`config.mk`:
```
export PLATFORM = sky130hd
export DESIGN_NAME = owb_slot_slave
export DESIGN_NICKNAME = d
export VERILOG_FILES = /design/src/rtl/owb_pkg.sv /design/src/rtl/owb_line_watch.sv /design/src/rtl/owb_presence.sv /design/src/rtl/owb_slot.sv /design/src/rtl/owb_slot_slave.sv
export SDC_FILE = /design/constraint.sdc
export NUM_CORES = 1
export LEC_CHECK = 0
export ABC_AREA = 1
export BUFFER_PORTS_ARGS = -buffer_cell sky130_fd_sc_hd__buf_4
export CORE_UTILIZATION = 53
export CTS_CLUSTER_SIZE = 25
export DETAILED_ROUTE_END_ITERATION = 10
export PLACE_DENSITY = 0.74
export SYNTH_ARGS = -nofsm -noshare
export SYNTH_HDL_FRONTEND = slang
export SYNTH_SLANG_ARGS = --single-unit
export TNS_END_PERCENT = 5
```
`constraint.sdc`:
```
create_clock -name clk -period 1.2 [get_ports clk]
set_clock_uncertainty 0.05 [all_clocks]
set_input_delay 0 -clock clk [delete_from_list [all_inputs] [get_ports clk]]
set_output_delay 0 -clock clk [all_outputs]
set_load 0.01 [all_outputs]
```
`src/rtl/owb_pkg.sv`:
```
package owb_pkg;

  typedef enum logic [1:0] {
    PR_IDLE  = 2'd0,
    PR_ARMED = 2'd1,
    PR_WAIT  = 2'd2,
    PR_LOW   = 2'd3
  } pres_state_e;

  typedef enum logic {
    SL_IDLE = 1'b0,
    SL_BUSY = 1'b1
  } slot_state_e;

  // Width able to hold values 0..limit
  function automatic int unsigned cnt_bits(input int unsigned limit);
    return (limit < 2) ? 1 : $clog2(limit + 1);
  endfunction

  // True on the tick that completes a span of 'span' ticks counted from 0
  function automatic logic last_tick(input int unsigned cnt,
                                     input int unsigned span,
                                     input logic tick);
    return tick && (cnt == span - 1);
  endfunction

  function automatic int unsigned max2(input int unsigned a, input int unsigned b);
    return (a > b) ? a : b;
  endfunction

endpackage

```
`src/rtl/owb_line_watch.sv`:
```
module owb_line_watch #(
  parameter int unsigned RESET_MIN_US = 480
) (
  input  logic clk,
  input  logic rst_n,
  input  logic tick,
  input  logic line_in,
  output logic fall,
  output logic rise,
  output logic reset_hit
);
  import owb_pkg::*;

  localparam int unsigned LW = cnt_bits(RESET_MIN_US);

  logic          line_q;
  logic [LW-1:0] low_cnt;

  always_ff @(posedge clk) begin
    if (!rst_n) begin
      line_q  <= 1'b1;
      low_cnt <= '0;
    end else begin
      line_q <= line_in;
      if (line_in) begin
        low_cnt <= '0;
      end else if (tick && (low_cnt < LW'(RESET_MIN_US))) begin
        low_cnt <= low_cnt + LW'(1);
      end
    end
  end

  always_comb begin
    fall      = line_q && !line_in;
    rise      = !line_q && line_in;
    reset_hit = !line_in && last_tick(32'(low_cnt), RESET_MIN_US, tick);
  end

endmodule

```
`src/rtl/owb_presence.sv`:
```
module owb_presence #(
  parameter int unsigned WAIT_US = 30,
  parameter int unsigned LOW_US  = 120
) (
  input  logic clk,
  input  logic rst_n,
  input  logic tick,
  input  logic rise,
  input  logic reset_hit,
  output logic pres_low,
  output logic pres_busy
);
  import owb_pkg::*;

  localparam int unsigned PW = cnt_bits(max2(WAIT_US, LOW_US));

  pres_state_e   state;
  logic [PW-1:0] cnt;
  logic          wait_done;
  logic          low_done;

  always_comb begin
    wait_done = last_tick(32'(cnt), WAIT_US, tick);
    low_done  = last_tick(32'(cnt), LOW_US, tick);
  end

  always_ff @(posedge clk) begin
    if (!rst_n) begin
      state <= PR_IDLE;
      cnt   <= '0;
    end else if (reset_hit) begin
      state <= PR_ARMED;
      cnt   <= '0;
    end else begin
      unique case (state)
        PR_IDLE: cnt <= '0;
        PR_ARMED: begin
          cnt <= '0;
          if (rise) state <= PR_WAIT;
        end
        PR_WAIT: begin
          if (wait_done) begin
            state <= PR_LOW;
            cnt   <= '0;
          end else if (tick) begin
            cnt <= cnt + PW'(1);
          end
        end
        PR_LOW: begin
          if (low_done) begin
            state <= PR_IDLE;
            cnt   <= '0;
          end else if (tick) begin
            cnt <= cnt + PW'(1);
          end
        end
        default: state <= PR_IDLE;
      endcase
    end
  end

  always_comb begin
    pres_low  = (state == PR_LOW);
    pres_busy = (state != PR_IDLE);
  end

endmodule

```
`src/rtl/owb_slot.sv`:
```
module owb_slot #(
  parameter int unsigned SAMPLE_US = 30,
  parameter int unsigned HOLD0_US  = 30
) (
  input  logic clk,
  input  logic rst_n,
  input  logic tick,
  input  logic line_in,
  input  logic fall,
  input  logic block,
  input  logic abort,
  input  logic mode_read,
  input  logic tx_bit,
  output logic rx_valid,
  output logic rx_bit,
  output logic tx_req,
  output logic drive_low,
  output logic busy,
  output logic is_read
);
  import owb_pkg::*;

  localparam int unsigned SW = cnt_bits(max2(SAMPLE_US, HOLD0_US));

  slot_state_e   state;
  logic [SW-1:0] cnt;
  logic          kind_read;
  logic          send_zero;
  logic          start;
  logic          span_done;
  int unsigned   span;

  always_comb begin
    start     = fall && !block && (state == SL_IDLE);
    span      = kind_read ? HOLD0_US : SAMPLE_US;
    span_done = (state == SL_BUSY) && last_tick(32'(cnt), span, tick);
  end

  always_ff @(posedge clk) begin
    if (!rst_n) begin
      state     <= SL_IDLE;
      cnt       <= '0;
      kind_read <= 1'b0;
      send_zero <= 1'b0;
      rx_valid  <= 1'b0;
      rx_bit    <= 1'b0;
      tx_req    <= 1'b0;
    end else begin
      rx_valid <= 1'b0;
      tx_req   <= 1'b0;
      if (abort) begin
        state     <= SL_IDLE;
        cnt       <= '0;
        send_zero <= 1'b0;
      end else if (start) begin
        state     <= SL_BUSY;
        cnt       <= '0;
        kind_read <= mode_read;
        send_zero <= mode_read && !tx_bit;
      end else if (state == SL_BUSY) begin
        if (span_done) begin
          state     <= SL_IDLE;
          cnt       <= '0;
          send_zero <= 1'b0;
          if (kind_read) begin
            tx_req <= 1'b1;
          end else begin
            rx_valid <= 1'b1;
            rx_bit   <= line_in;
          end
        end else if (tick) begin
          cnt <= cnt + SW'(1);
        end
      end
    end
  end

  always_comb begin
    busy      = (state == SL_BUSY);
    is_read   = kind_read;
    drive_low = busy && kind_read && send_zero;
  end

endmodule

```
`src/rtl/owb_slot_slave.sv`:
```
module owb_slot_slave #(
  parameter int unsigned RESET_MIN_US = 480,
  parameter int unsigned PRES_WAIT_US = 30,
  parameter int unsigned PRES_LOW_US  = 120,
  parameter int unsigned SAMPLE_US    = 30,
  parameter int unsigned HOLD0_US     = 30
) (
  input  logic clk,
  input  logic rst_n,
  input  logic us_tick,
  input  logic line_in,
  input  logic mode_read,
  input  logic tx_bit,
  output logic pull_low,
  output logic bus_reset,
  output logic rx_valid,
  output logic rx_bit,
  output logic tx_req
);

  // Named internal events, also observed by the bound checker
  logic fall_w;
  logic rise_w;
  logic reset_hit_w;
  logic pres_low_w;
  logic pres_busy_w;
  logic slot_drive_w;
  logic slot_busy_w;
  logic slot_read_w;

  owb_line_watch #(
    .RESET_MIN_US(RESET_MIN_US)
  ) watch_i (
    .clk      (clk),
    .rst_n    (rst_n),
    .tick     (us_tick),
    .line_in  (line_in),
    .fall     (fall_w),
    .rise     (rise_w),
    .reset_hit(reset_hit_w)
  );

  owb_presence #(
    .WAIT_US(PRES_WAIT_US),
    .LOW_US (PRES_LOW_US)
  ) pres_i (
    .clk      (clk),
    .rst_n    (rst_n),
    .tick     (us_tick),
    .rise     (rise_w),
    .reset_hit(reset_hit_w),
    .pres_low (pres_low_w),
    .pres_busy(pres_busy_w)
  );

  owb_slot #(
    .SAMPLE_US(SAMPLE_US),
    .HOLD0_US (HOLD0_US)
  ) slot_i (
    .clk      (clk),
    .rst_n    (rst_n),
    .tick     (us_tick),
    .line_in  (line_in),
    .fall     (fall_w),
    .block    (pres_busy_w),
    .abort    (reset_hit_w),
    .mode_read(mode_read),
    .tx_bit   (tx_bit),
    .rx_valid (rx_valid),
    .rx_bit   (rx_bit),
    .tx_req   (tx_req),
    .drive_low(slot_drive_w),
    .busy     (slot_busy_w),
    .is_read  (slot_read_w)
  );

  always_ff @(posedge clk) begin
    if (!rst_n) bus_reset <= 1'b0;
    else        bus_reset <= reset_hit_w;
  end

  always_comb pull_low = pres_low_w || slot_drive_w;

endmodule

```
==> results.cfg <==
[sta]
finalHoldViolCount = 0
setup_viol = 24
slew_headroom_pct = 83.1
max_freq_ghz = 0.706
rsz0062_at_grt = true
setup_ws_ps = -216
finalMaxSlewViolations = 0
worst_pin_slew_ps = 253
fin_crit_sh_pct = 118
post-route-min-period_ps = 1420

[grt]
antenna_found_initial = 0
grt_overflow = 0
grt_pass1_vias = 1510
grt_usage_pct = 26.4
grt_max_degree = 10
grt_pass1_wl_mm = 6.53

[run_status]
violations = DRC, setup timing
run_status = complete, but fails checks

[final_layout]
final_common_cell = nand2_1
final_cell_mix = 43 x nand2_1, 41 x buf_4, 31 x nor2_1
fin_area_mm2 = 0.00223
diodes = 0
drive_above_1_share_pct = 34.3
final_util_pct = 78.9
fin_nets = 299
syn_to_final_growth_pct = 38.4
stdcell_count = 314

[pwr]
power_density_mw_per_mm2 = 842
vdd_drop_max_v = 0.000702
p_leak_nw = 0.994
finalPower_mw = 1.88

[clock_network]
cts_tree = built
ctsHtreeMaxLevel = 2
cts_buffers = 5
clockBufferDepth = 2
clkLatencyLatePin_ps = 340
cts_root_buf = clkbuf_4
clock-sinks = 31
clk_pin_slew_ps = 100

[setup_path]
crit_path_end_kind = flop
worst_setup_path_start_kind = flop
required_ps = 1440
r2r_setup_slack_ps = -220
worstPathArrival_ps = 1650
worst-setup-path-type = flop to flop
cp_max_fo = 5

[detailed_routing]
firstDrtPassIters = 8
totalWireLength_mm = 3.97
vias = 1613
route.detailed.drc = 4
drt_iter0_markers = 120
antenna_left = 0
routedWlPerCell_um = 12.6
viasPerCell = 5.14

[synthesis]
syn_inst = 227
synth-seq-cells = 31
yosysSeqAreaShare_pct = 38.4
synth_area_leader_cell = dfxtp_1
synth_cell_type_count = 23
synthTopCellsByArea = dfxtp_1 38%, nand2_1 11%, ha_1 8.5%
netlist.area_leader.share_pct = 38.4
syn_area_per_cell_um2 = 7.11
synth.cell_area_mm2 = 0.00161
yosys_warnings = 0
syn_nets = 244

[die]
io_pins = 11
die_h_um = 57.2
core_area_mm2 = 0.00283
dieArea_mm2 = 0.00327
start_util_pct = 57.1
fp.dieW_um = 57.2
rows = 19

[place]
placed_area_mm2 = 0.00198
port_buffers = 10
gp_congestion = 0.831
dp_slack_ps = -168
dp_cells = 299
hpwl_mm = 2.68

[job]
maxCapViolCount = 0

[min_path]
hold_class = input port to flop
[sequential cells by signal, indices dropped and copies added (netlist names)]
name / count
slot_i.rx_valid: 1
slot_i.rx_bit: 1
slot_i.is_read: 1
slot_i.tx_req: 1
watch_i.line_q: 1
bus_reset: 1
slot_i.cnt: 5
pres_i.state: 2
slot_i.busy: 1
watch_i.low_cnt: 9
slot_i.send_zero: 1
pres_i.cnt: 7
[final timing paths]
kind | startpoint | endpoint | cells past startpoint
worst min register to register | slot_i.send_zero | slot_i.send_zero | 2
worst max register to register | slot_i.cnt[1] | slot_i.rx_bit | 10
worst max-delay path | slot_i.cnt[1] | slot_i.rx_bit | 10
worst min-delay path | us_tick | pres_i.cnt[2] | 4
[metal layers]
layer / track usage, % / share of wire [%] / up-vias
met2: 43.7 / 49 / 35
met4: 11.1 / 2.0 / 0
met1: 33.0 / 44 / 736
met3: 6.12 / 4.9 / 11
li1: - / - / 831
met5: 0 / 0 / -
[logic make-up (layout without fill, tap and decap cells)]
group / count (synthesis) / count (layout) / share of synthesized area, %
xor gates and xnor gates: 7 / 7 / 3.80
AOI/OAI and AO/OA: 23 / 23 / 7.52
DFF: 31 / 31 / 38.4
buffers and inverters: 32 / 88 / 7.67
and+or+nand+nor: 123 / 123 / 34.0
adders and majority gates: 11 / 11 / 8.53
[synthesized netlist by cell type]
cell type / n
nand3b_1: 1
inv_1: 28
nand2_2: 5
buf_4: 1
o21ai_2: 1
and3_1: 1
nand2_1: 49
nor3_1: 4
nand3_1: 17
nor2_2: 4
nand3_4: 1
dfxtp_1: 31
ha_1: 11
xnor2_1: 3
nor2_1: 34
a21oi_1: 14
xor2_1: 4
o21ai_0: 6
inv_2: 3
o21ai_1: 1
nand4_1: 6
nor3b_1: 1
a21o_1: 1
[cell type report]
class | instances | area (um^2)
repair buffers | 49 | 390
multi-input cells | 164 | 996
clock inverters | 1 | 5.00
clock buffers | 7 | 45.0
flip-flops and latches | 31 | 639
well taps | 31 | 38.8
fillers | 204 | 596
inverters | 31 | 119
[worst max-delay path: stages, from the launching register on]
cell and delay, ps:
dfxtp_1 320, inv_1 50, ha_1 140, nand3_1 90, nor2_2 140, nand2_2 100, nor2_1 150, nand2_1 120
nand2_1 80, nand2_1 50, nor2_1 80
[power by group]
group          leakage, nW  internal [mW]  switching (mW)  total (mW)
Combinational        0.708          0.102           0.132       0.233
Clock               0.0293          0.228           0.354       0.582
Sequential           0.257           1.05          0.0200        1.07
[through the flow]
| step | hold WS (ps) | setup TNS, ps |
|---|---|---|
| 2_1_floorplan | 70.4 | -1360 |
| 3_3_place_gp | 233 | -1910 |
| 3_5_place_dp | 227 | -2680 |
| 4_1_cts | -16.8 | -2710 |
| 5_1_grt | 66.5 | -4320 |
| 6_report | 41.3 | -2410 |
[repair_timing]
action | 4_1_cts | 5_1_grt
hold buffers | 5 | 1
pin swaps | 9 | 2
hold endpoints to repair | 14 | 1
resized for setup | 18 | 25
setup buffers | 1 | 0
setup endpoints to repair | 25 | 31
Power figures use the tool's default switching activity.
